[src/rtl/rwf_pkg.sv]
package rwf_pkg;
  localparam int BYTE_W  = 8;
  localparam int WORD_W  = 32;
  localparam int PAD_W   = WORD_W - BYTE_W - 2;

  typedef struct packed {
    logic             ovf;    // bit 31
    logic             valid;  // bit 30
    logic [PAD_W-1:0] pad;    // bits 29:8
    logic [BYTE_W-1:0] data;  // bits 7:0
  } rd_word_t;

  function automatic rd_word_t pack_word(input logic [BYTE_W-1:0] data,
                                         input logic valid,
                                         input logic ovf);
    rd_word_t w;
    w.ovf   = ovf;
    w.valid = valid;
    w.pad   = '0;
    w.data  = valid ? data : '0;
    return w;
  endfunction
endpackage

[src/rtl/rwf_store.sv]
module rwf_store #(
  parameter int DEPTH  = 4,
  parameter int DATA_W = 8
) (
  input  logic              clk,
  input  logic              rst_n,
  input  logic              push_i,
  input  logic [DATA_W-1:0] data_i,
  input  logic              pop_i,
  output logic [DATA_W-1:0] head_o,
  output logic              empty_o,
  output logic              full_o
);
  localparam int PTR_W = (DEPTH > 1) ? $clog2(DEPTH) : 1;
  localparam int CNT_W = $clog2(DEPTH + 1);
  localparam logic [PTR_W-1:0] LAST = PTR_W'(DEPTH - 1);
  localparam logic [CNT_W-1:0] FULL_CNT = CNT_W'(DEPTH);

  logic [DATA_W-1:0] mem_q [DEPTH];
  logic [PTR_W-1:0]  wr_ptr_q, wr_ptr_d, rd_ptr_q, rd_ptr_d;
  logic [CNT_W-1:0]  cnt_q, cnt_d;
  logic              pop_ok, push_ok;

  assign empty_o = (cnt_q == '0);
  assign full_o  = (cnt_q == FULL_CNT);
  assign head_o  = mem_q[rd_ptr_q];
  assign pop_ok  = pop_i && !empty_o;
  assign push_ok = push_i && (!full_o || pop_ok);

  always_comb begin
    wr_ptr_d = wr_ptr_q;
    rd_ptr_d = rd_ptr_q;
    cnt_d    = cnt_q;
    if (push_ok) wr_ptr_d = (wr_ptr_q == LAST) ? '0 : wr_ptr_q + 1'b1;
    if (pop_ok)  rd_ptr_d = (rd_ptr_q == LAST) ? '0 : rd_ptr_q + 1'b1;
    case ({push_ok, pop_ok})
      2'b10:   cnt_d = cnt_q + 1'b1;
      2'b01:   cnt_d = cnt_q - 1'b1;
      default: cnt_d = cnt_q;
    endcase
  end

  always_ff @(posedge clk or negedge rst_n) begin
    if (!rst_n) begin
      wr_ptr_q <= '0;
      rd_ptr_q <= '0;
      cnt_q    <= '0;
    end else begin
      wr_ptr_q <= wr_ptr_d;
      rd_ptr_q <= rd_ptr_d;
      cnt_q    <= cnt_d;
    end
  end

  for (genvar g = 0; g < DEPTH; g++) begin : g_entry
    logic wr_en;
    assign wr_en = push_ok && (wr_ptr_q == PTR_W'(g));
    always_ff @(posedge clk or negedge rst_n) begin
      if (!rst_n)     mem_q[g] <= '0;
      else if (wr_en) mem_q[g] <= data_i;
    end
  end

  AST_CNT_BOUND: assert property (@(posedge clk) disable iff (!rst_n)
    cnt_q <= FULL_CNT);
  AST_FULL_DROP: assert property (@(posedge clk) disable iff (!rst_n)
    (full_o && push_i && !pop_i) |=> (full_o && $stable(wr_ptr_q)));
  AST_EMPTY_POP: assert property (@(posedge clk) disable iff (!rst_n)
    (empty_o && pop_i && !push_i) |=> (empty_o && $stable(rd_ptr_q)));
  AST_PUSHPOP_KEEP: assert property (@(posedge clk) disable iff (!rst_n)
    (!empty_o && push_i && pop_i) |=> $stable(cnt_q));
  AST_EMPTY_BOTH: assert property (@(posedge clk) disable iff (!rst_n)
    (empty_o && push_i && pop_i) |=> (cnt_q == CNT_W'(1)));
endmodule

[src/rtl/rwf_ovf.sv]
module rwf_ovf (
  input  logic clk,
  input  logic rst_n,
  input  logic push_i,
  input  logic pop_i,
  input  logic full_i,
  output logic ovf_o
);
  logic ovf_q, ovf_d;
  logic lost;

  assign lost  = push_i && full_i && !pop_i;
  assign ovf_o = ovf_q;

  always_comb begin
    ovf_d = ovf_q;
    if (pop_i)     ovf_d = 1'b0;
    else if (lost) ovf_d = 1'b1;
  end

  always_ff @(posedge clk or negedge rst_n) begin
    if (!rst_n) ovf_q <= 1'b0;
    else        ovf_q <= ovf_d;
  end

  AST_OVF_SET: assert property (@(posedge clk) disable iff (!rst_n)
    (push_i && full_i && !pop_i) |=> ovf_q);
  AST_OVF_CLEAR: assert property (@(posedge clk) disable iff (!rst_n)
    pop_i |=> !ovf_q);
endmodule

[src/rtl/rwf_word.sv]
module rwf_word
  import rwf_pkg::*;
(
  input  logic              clk,
  input  logic              rst_n,
  input  logic              pop_i,
  input  logic              valid_i,
  input  logic              ovf_i,
  input  logic [BYTE_W-1:0] data_i,
  output rd_word_t          word_o
);
  rd_word_t word_q, word_d;
  logic     load_en;

  assign load_en = pop_i;
  assign word_o  = word_q;

  always_comb begin
    word_d = word_q;
    if (load_en) word_d = pack_word(data_i, valid_i, ovf_i);
  end

  always_ff @(posedge clk or negedge rst_n) begin
    if (!rst_n) word_q <= '0;
    else        word_q <= word_d;
  end

  AST_WORD_HOLD: assert property (@(posedge clk) disable iff (!rst_n)
    !pop_i |=> $stable(word_q));
  AST_EMPTY_ZERO: assert property (@(posedge clk) disable iff (!rst_n)
    (pop_i && !valid_i) |=> (word_q.data == '0 && !word_q.valid));
  AST_FLAG_COPY: assert property (@(posedge clk) disable iff (!rst_n)
    pop_i |=> (word_q.valid == $past(valid_i) && word_q.ovf == $past(ovf_i)));
  AST_PAD_ZERO: assert property (@(posedge clk) disable iff (!rst_n)
    word_q.pad == '0);
endmodule

[src/rtl/rwf_top.sv]
module rwf_top
  import rwf_pkg::*;
#(
  parameter int DEPTH = 4
) (
  input  logic              clk,
  input  logic              rst_n,
  input  logic              push_i,
  input  logic [BYTE_W-1:0] push_data_i,
  input  logic              pop_i,
  output logic [WORD_W-1:0] rd_word_o
);
  logic [BYTE_W-1:0] head;
  logic              empty, full, ovf;
  rd_word_t          word;

  rwf_store #(.DEPTH(DEPTH), .DATA_W(BYTE_W)) u_store (
    .clk     (clk),
    .rst_n   (rst_n),
    .push_i  (push_i),
    .data_i  (push_data_i),
    .pop_i   (pop_i),
    .head_o  (head),
    .empty_o (empty),
    .full_o  (full)
  );

  rwf_ovf u_ovf (
    .clk    (clk),
    .rst_n  (rst_n),
    .push_i (push_i),
    .pop_i  (pop_i),
    .full_i (full),
    .ovf_o  (ovf)
  );

  rwf_word u_word (
    .clk     (clk),
    .rst_n   (rst_n),
    .pop_i   (pop_i),
    .valid_i (!empty),
    .ovf_i   (ovf),
    .data_i  (head),
    .word_o  (word)
  );

  assign rd_word_o = word;

  AST_RESET_WORD: assert property (@(posedge clk) !rst_n |-> rd_word_o == '0);
endmodule

[config.mk]
export PLATFORM = sky130hd
export DESIGN_NAME = rwf_top
export DESIGN_NICKNAME = d
export VERILOG_FILES = /design/src/rtl/rwf_pkg.sv /design/src/rtl/rwf_store.sv /design/src/rtl/rwf_ovf.sv /design/src/rtl/rwf_word.sv /design/src/rtl/rwf_top.sv
export SDC_FILE = /design/constraint.sdc
export NUM_CORES = 1
export LEC_CHECK = 0
export BUFFER_PORTS_ARGS = -buffer_cell sky130_fd_sc_hd__buf_2
export CORE_MARGIN = 1.5
export CORE_UTILIZATION = 40
export DETAILED_ROUTE_END_ITERATION = 7
export GPL_ROUTABILITY_DRIVEN = 1
export HOLD_SLACK_MARGIN = 0.08
export PLACE_DENSITY = 0.61
export SETUP_SLACK_MARGIN = 0.5
export SYNTH_ARGS = -nofsm -noshare
export SYNTH_HDL_FRONTEND = slang
export SYNTH_SLANG_ARGS = --single-unit
[constraint.sdc]
create_clock -name clk -period 2.43 [get_ports clk]
set_input_delay 0.243 -clock clk [delete_from_list [all_inputs] [get_ports clk]]
set_output_delay 0.243 -clock clk [all_outputs]
set_load 0.1 [all_outputs]
==> results of run 1 <==
## logic make-up (layout without fill, tap and decap cells)
kind of cell	Yosys count	count (layout)	share of synthesized area, %
XOR/XNOR	2	2	0.699
AO/OA/AOI/OAI	21	21	5.49
multiplexers	46	46	24.2
AND/OR/NAND/NOR	21	21	5.04
buffers and inverters	52	56	11.2
other	1	22	0.150
flip-flops	50	50	49.9
adder cells (fa/ha/maj)	6	6	3.29
## per-stage QoR
step / utilization [%] / area, um2 / hold WS [ns]
floorplan: - / 2620 / -0.0526
global placement: 43.7 / 2620 / 0.398
detailed placement: 43.7 / 2620 / 0.394
CTS: 45.7 / 2740 / 0.201
global route: 45.7 / 2740 / 0.198
finish: 45.7 / 2740 / 0.220
## cell type report
class / instances / area share [%]
clock inverters: 3 / 0.777
flip-flops and latches: 50 / 45.9
repair buffers: 26 / 5.30
clock buffers: 5 / 2.51
inverters: 22 / 3.02
multi-input cells: 118 / 39.1
well taps: 75 / 3.43
## Yosys cell counts, types with 2 or more instances
cell type and number:
dfrtp_1 50, mux2_2 37, buf_4 22, inv_1 22
o22ai_1 9, mux4_2 8, clkbuf_1 5, ha_1 5
nand2_1 5, nor2_1 4, nor2_2 4, o21ai_0 4
buf_2 3, or2_2 3, o211ai_1 2
## routing by layer
| metal | track usage (%) | vias to the layer above | wire length, um |
|---|---|---|---|
| met4 | 5.08 | 0 | 27 |
| met3 | 3.96 | 2 | 169 |
| met2 | 24.2 | 42 | 2070 |
| met5 | 0 | - | 0 |
| met1 | 19.5 | 724 | 1950 |
| li1 | - | 684 | - |
## worst max-delay path: cells and delay by family (launching register included)
| family | cells | cell delay (ns) |
|---|---|---|
| simple gates | 2 | 0.40 |
| buf+inv | 1 | 0.07 |
| fa+ha+maj | 1 | 0.41 |
| flops | 1 | 0.42 |
| compound gates | 3 | 0.42 |
## state kept, by name, summed over array words and instances, names as in the netlist
name / flops
u_store.wr_ptr_q: 2
u_ovf.ovf_o: 1
u_store.cnt_q: 3
u_store.rd_ptr_q: 2
u_store.mem_q: 32
u_word.word_o: 10
## cells in the final DEF (no fill, tap or decap), types with 2 or more instances in the layout
master and instances:
clkbuf_8 5, buf_4 4, o211ai_1 2, buf_2 21, dfrtp_1 47, inv_1 22, nor2_2 4, o21ai_0 3
mux4_2 8, or2_4 2, o22ai_1 9, ha_1 5, conb_1 22, nor2_1 4, nand2_1 5, dfrtp_2 3
mux2_2 37
## final timing paths
kind | start | end | slack, ns | cells past startpoint
worst max register to register | u_store.cnt_q[0] | u_store.cnt_q[1] | 0.60 | 7
worst min register to register | u_store.mem_q[17] | u_store.mem_q[17] | 0.51 | 1
worst min-delay path | push_data_i[5] | u_store.mem_q[29] | 0.22 | 2
worst max-delay path | u_store.cnt_q[0] | u_store.cnt_q[1] | 0.60 | 7
min in group asynchronous | rst_n | u_store.rd_ptr_q[1] | 0.58 | 3
max in group asynchronous | rst_n | u_store.cnt_q[0] | 1.38 | 3
## what timing repair did
| action | 4_1_cts | 5_1_grt |
|---|---|---|
| setup endpoints to repair | 2 | 1 |
| buffers inserted | 2 | 0 |
| resized for setup | 2 | 1 |
| endpoints found under the hold margin | 50 | 0 |
| hold buffers | 1 | 0 |
| pin swaps | 0 | 5 |
## where the power goes
group	switching [W]	internal, W	leakage [nW]
registers	0.000291	0.00124	0.598
logic	0.00118	0.000815	0.617
clock network	0.000283	0.000203	0.0441
==> impl_metrics.csv, run 1 <==
group,metric,value,unit
place,io_buffers,21,
synthesis,seq_area_frac_synth,49.9,%
finish,drive_gt1_share,40.2,%
power_and_ir_drop,p_leak,1.26,nW
sta,min_period,1.83,ns
power_and_ir_drop,max-vdd-ir-drop,0.763,mV
routing,wl_per_cell,14.1,um
routing,antenna_left,0,
setup_path,cpPeakStageDelay,0.42,ns
die,row_count,28,
synthesis,ys.flop_type,"dfrtp_1",
synthesis,yosysTopAreaCellShare,49.9,%
die,dieHeight,82.2,um
place,routabilityCongestion,0.843,
synthesis,synth_top_area_cell,"dfrtp_1",
routing,viasPerCell,4.86,
die,core,5990,um2
place,post-dp-hpwl,2.86,mm
cts,htreeDepth,2,
status,outcome,"complete, no violations",
synthesis,synthTopCellsByArea,"dfrtp_1, mux2_2, mux4_2",
cts,clock_sinks,50,
synthesis,synth_area,2510,um2
sta,finalHoldViolCount,0,
cts,clk-insertion-delay-late,0.30,ns
setup_path,endpoint_kind,"flop",
routing,vias,1452,
die,die_x,82.2,um
synthesis,yosys_warnings,0,
sta,setup_slack,0.602,ns
sta,fmax,547,MHz
sta,rsz0062_at_grt,"true",
setup_path,cp_data_required_time,2.62,ns
job,cap_viol_max_count,0,
synthesis,synth.avg_cell_area,12.6,um2
power_and_ir_drop,power,0.00401,W
sta,post-route-period-util,75.2,%
cts,clock_path_buffers,2,
cts,clk_pin_slew,0.10,ns
finish,n_antenna_cell,0,
synthesis,syn-instance-count,199,
grt,antenna_found_initial,0,
die,pin_count,44,
cts,root_buffer,"clkbuf_8",
grt,grt_use_total,15.0,%
sta,slew_headroom,56.9,%
routing,drt_iter0_markers,47,
setup_path,crit_type,"reg2reg",
die,die_area,6750,um2
routing,dr.pass1.iters,5,
finish,filler_cell_count,568,
finish,regArea,1250,um2
finish,area_growth,9.13,%
cts,cts_tree,"built",
setup_path,worstPathArrival,2.02,ns
routing,wl,4.22,mm
synthesis,yosysUniqueCellTypes,31,
sta,maxSlewViolCount,0,
min_path,hold_path.class,"in2reg",
setup_path,path_common_cell,"or2_4",
synthesis,async_flop_share,100,%
grt,grt_max_degree,51,
synthesis,synth_edf_count,0,
synthesis,ys_seq_elements,50,
finish,fin_cells,299,
sta,tightestPinTransition,0.646,ns
setup_path,startpoint_type,"flop",
power_and_ir_drop,power_density,1470,nW/um2
setup_path,path_max_fanout,3,
die,start_util,41.9,%
grt,grt_pass1_vias,1418,
sta,setup_tns,0,ns
sta,finalSetupViolCount,0,
setup_path,slowest_stage,"dfrtp_2",
setup_path,crit_chain,"or2_4 > o21ai_4 > or2_4 > fa_1 > inv_1 > o211ai_1 > a222oi_1",
grt,grt_first_pass_wirelength,7.33,mm
place,place_ws,0.441,ns
place,dp.cells,288,
finish,multi_input_area,1070,um2
routing,drc,0,
cts,cts_made_buffers,5,
finish,finalNetCount,241,
grt,grt_overflow,0,
sta,clock-skew-final,0.00656,ns
Note: power is estimated with default switching activity, not from simulation.
==> run 2: changes to the inputs <==
--- a/config.mk
+++ b/config.mk
@@ -11,7 +11,7 @@
 export DETAILED_ROUTE_END_ITERATION = 7
 export GPL_ROUTABILITY_DRIVEN = 1
 export HOLD_SLACK_MARGIN = 0.08
-export PLACE_DENSITY = 0.61
+export PLACE_DENSITY = 0.58
 export SETUP_SLACK_MARGIN = 0.5
 export SYNTH_ARGS = -nofsm -noshare
 export SYNTH_HDL_FRONTEND = slang
==> constraint.sdc (replaced) <==
create_clock -name clk -period 1.8 [get_ports clk]
set_input_delay 0.18 -clock clk [delete_from_list [all_inputs] [get_ports clk]]
set_output_delay 0.18 -clock clk [all_outputs]
set_load 0.1 [all_outputs]
==> impl_metrics.csv, run 2 (synthesis gave the netlist of run 1 again) <==
group,metric,value,unit
sta,clock-skew-final,0.00800,ns
status,violations,"negative setup slack",
cts,clk-insertion-delay-late,0.30,ns
place,post-dp-hpwl,3.14,mm
sta,rsz0062_at_grt,"true",
die,dieHeight,82.2,um
finish,largest_reg_flops,32,
sta,post-route-period-util,101,%
grt,grt_pass1_vias,1578,
grt,grt_use_total,17.1,%
grt,grt_overflow,0,
status,outcome,"complete, but fails checks",
setup_path,crit_type,"reg2reg",
die,row_count,28,
finish,regMostFlops,"u_store.mem_q",
power_and_ir_drop,power,0.00622,W
die,core,5990,um2
routing,drt_iter0_markers,70,
min_path,hold_path.class,"in2reg",
routing,wl,5.02,mm
grt,grt_first_pass_wirelength,8.24,mm
routing,wl_per_cell,15.7,um
die,die_area,6750,um2
place,io_buffers,21,
cts,clock_path_buffers,2,
routing,antenna_left,0,
finish,n_antenna_cell,0,
cts,cts_made_buffers,5,
power_and_ir_drop,max-vdd-ir-drop,1.04,mV
setup_path,cp_data_required_time,1.99,ns
routing,dr.pass1.iters,4,
setup_path,endpoint_kind,"flop",
job,cap_viol_max_count,0,
grt,grt_max_degree,33,
finish,final_cell_mix,"dfrtp_1, mux2_4, conb_1, inv_1",
setup_path,startpoint_type,"flop",
finish,fin_cells,320,
die,die_x,82.2,um
power_and_ir_drop,p_leak,1.48,nW
setup_path,r2r_cells,7,
place,dp.cells,294,
power_and_ir_drop,power_density,1990,nW/um2
sta,fmax,548,MHz
die,start_util,41.9,%
finish,area_growth,24.7,%
finish,finalNetCount,262,
routing,vias,1582,
setup_path,path_max_fanout,2,
grt,antenna_found_initial,0,
sta,setup_slack,-0.0241,ns
finish,final_common_cell,"dfrtp_1",
min_path,worstHoldPathCells,2,
cts,clock_sinks,50,
cts,root_buffer,"clkbuf_8",
routing,viasPerCell,4.94,
finish,drive_gt1_share,46.5,%
cts,clk_pin_slew,0.09,ns
die,pin_count,44,
sta,min_period,1.82,ns
sta,maxSlewViolCount,0,
cts,htreeDepth,2,
routing,drc,0,
sta,finalSetupViolCount,3,
sta,finalHoldViolCount,0,
cts,cts_tree,"built",
setup_path,worstPathArrival,2.01,ns
place,routabilityCongestion,0.772,
## run 2: changes by cell type in the layout (fill, tap and decap cells not counted), sizes merged
cell	previous run	this run
clkinv	2	1
buf	25	40
clkbuf	5	12
## run 2: final cells by class
class | instances | area, um2
clock buffer | 6 | 82.6
clock inverter | 2 | 12.5
fill | 527 | 2860
inverter | 22 | 82.6
multi-input combinational | 118 | 1200
sequential | 50 | 1250
tap | 75 | 93.8
timing repair buffer | 47 | 395
## run 2: final timing paths
check / from / to / slack [ns]
setup / recovery: u_store.cnt_q[1] / u_store.cnt_q[1] / -0.02
hold / removal: push_data_i[2] / u_store.mem_q[26] / 0.15
setup reg to reg: u_store.cnt_q[1] / u_store.cnt_q[1] / -0.02
hold reg to reg: u_store.mem_q[20] / u_store.mem_q[20] / 0.51
max in group asynchronous: rst_n / u_store.rd_ptr_q[0] / 0.90
min in group asynchronous: rst_n / u_store.mem_q[31] / 0.36
## run 2: timing repair
item	in CTS	in global routing
resized for setup	45	11
hold buffers	1	0
hold endpoints to repair	18	0
pin swaps	8	4
buffers inserted	14	3
setup endpoints to repair	48	54
## run 2: critical path, stage by stage, from the launching register on
cell and delay [ns]:
dfrtp_1 0.40, or2_4 0.25, o21ai_4 0.12, or2_4 0.13
fa_2 0.43, inv_1 0.06, o211ai_1 0.08, a222oi_1 0.24
## run 2: metal layers
metal	vias up	GRT usage (%)	part of all wire, %	routed length [um]
li1	732	-	-	-
met1	801	23.3	46	2310
met2	43	27.0	49	2480
met3	6	3.52	3.1	157
met4	0	6.10	1.5	75
met5	-	0	0	0
## run 2: through the flow
stage	setup WS [ns]	util, %	TNS, ns	cell area (um2)	hold slack [ns]
5_1_grt	-0.102	52.2	-0.394	3130	0.138
6_report	-0.0241	52.2	-0.0481	3130	0.148
4_1_cts	-0.0319	51.4	-0.0319	3080	0.145
3_3_place_gp	0.00334	45.0	0	2700	0.155
3_5_place_dp	-0.0976	45.0	-0.0976	2700	0.156
2_1_floorplan	-0.244	-	-0.365	2640	-0.116
## run 2: report_power, final
part / leakage, nW / switching (W) / internal, W
sequential: 0.600 / 0.000358 / 0.00168
clock: 0.0472 / 0.000368 / 0.000309
combinational: 0.833 / 0.00184 / 0.00166
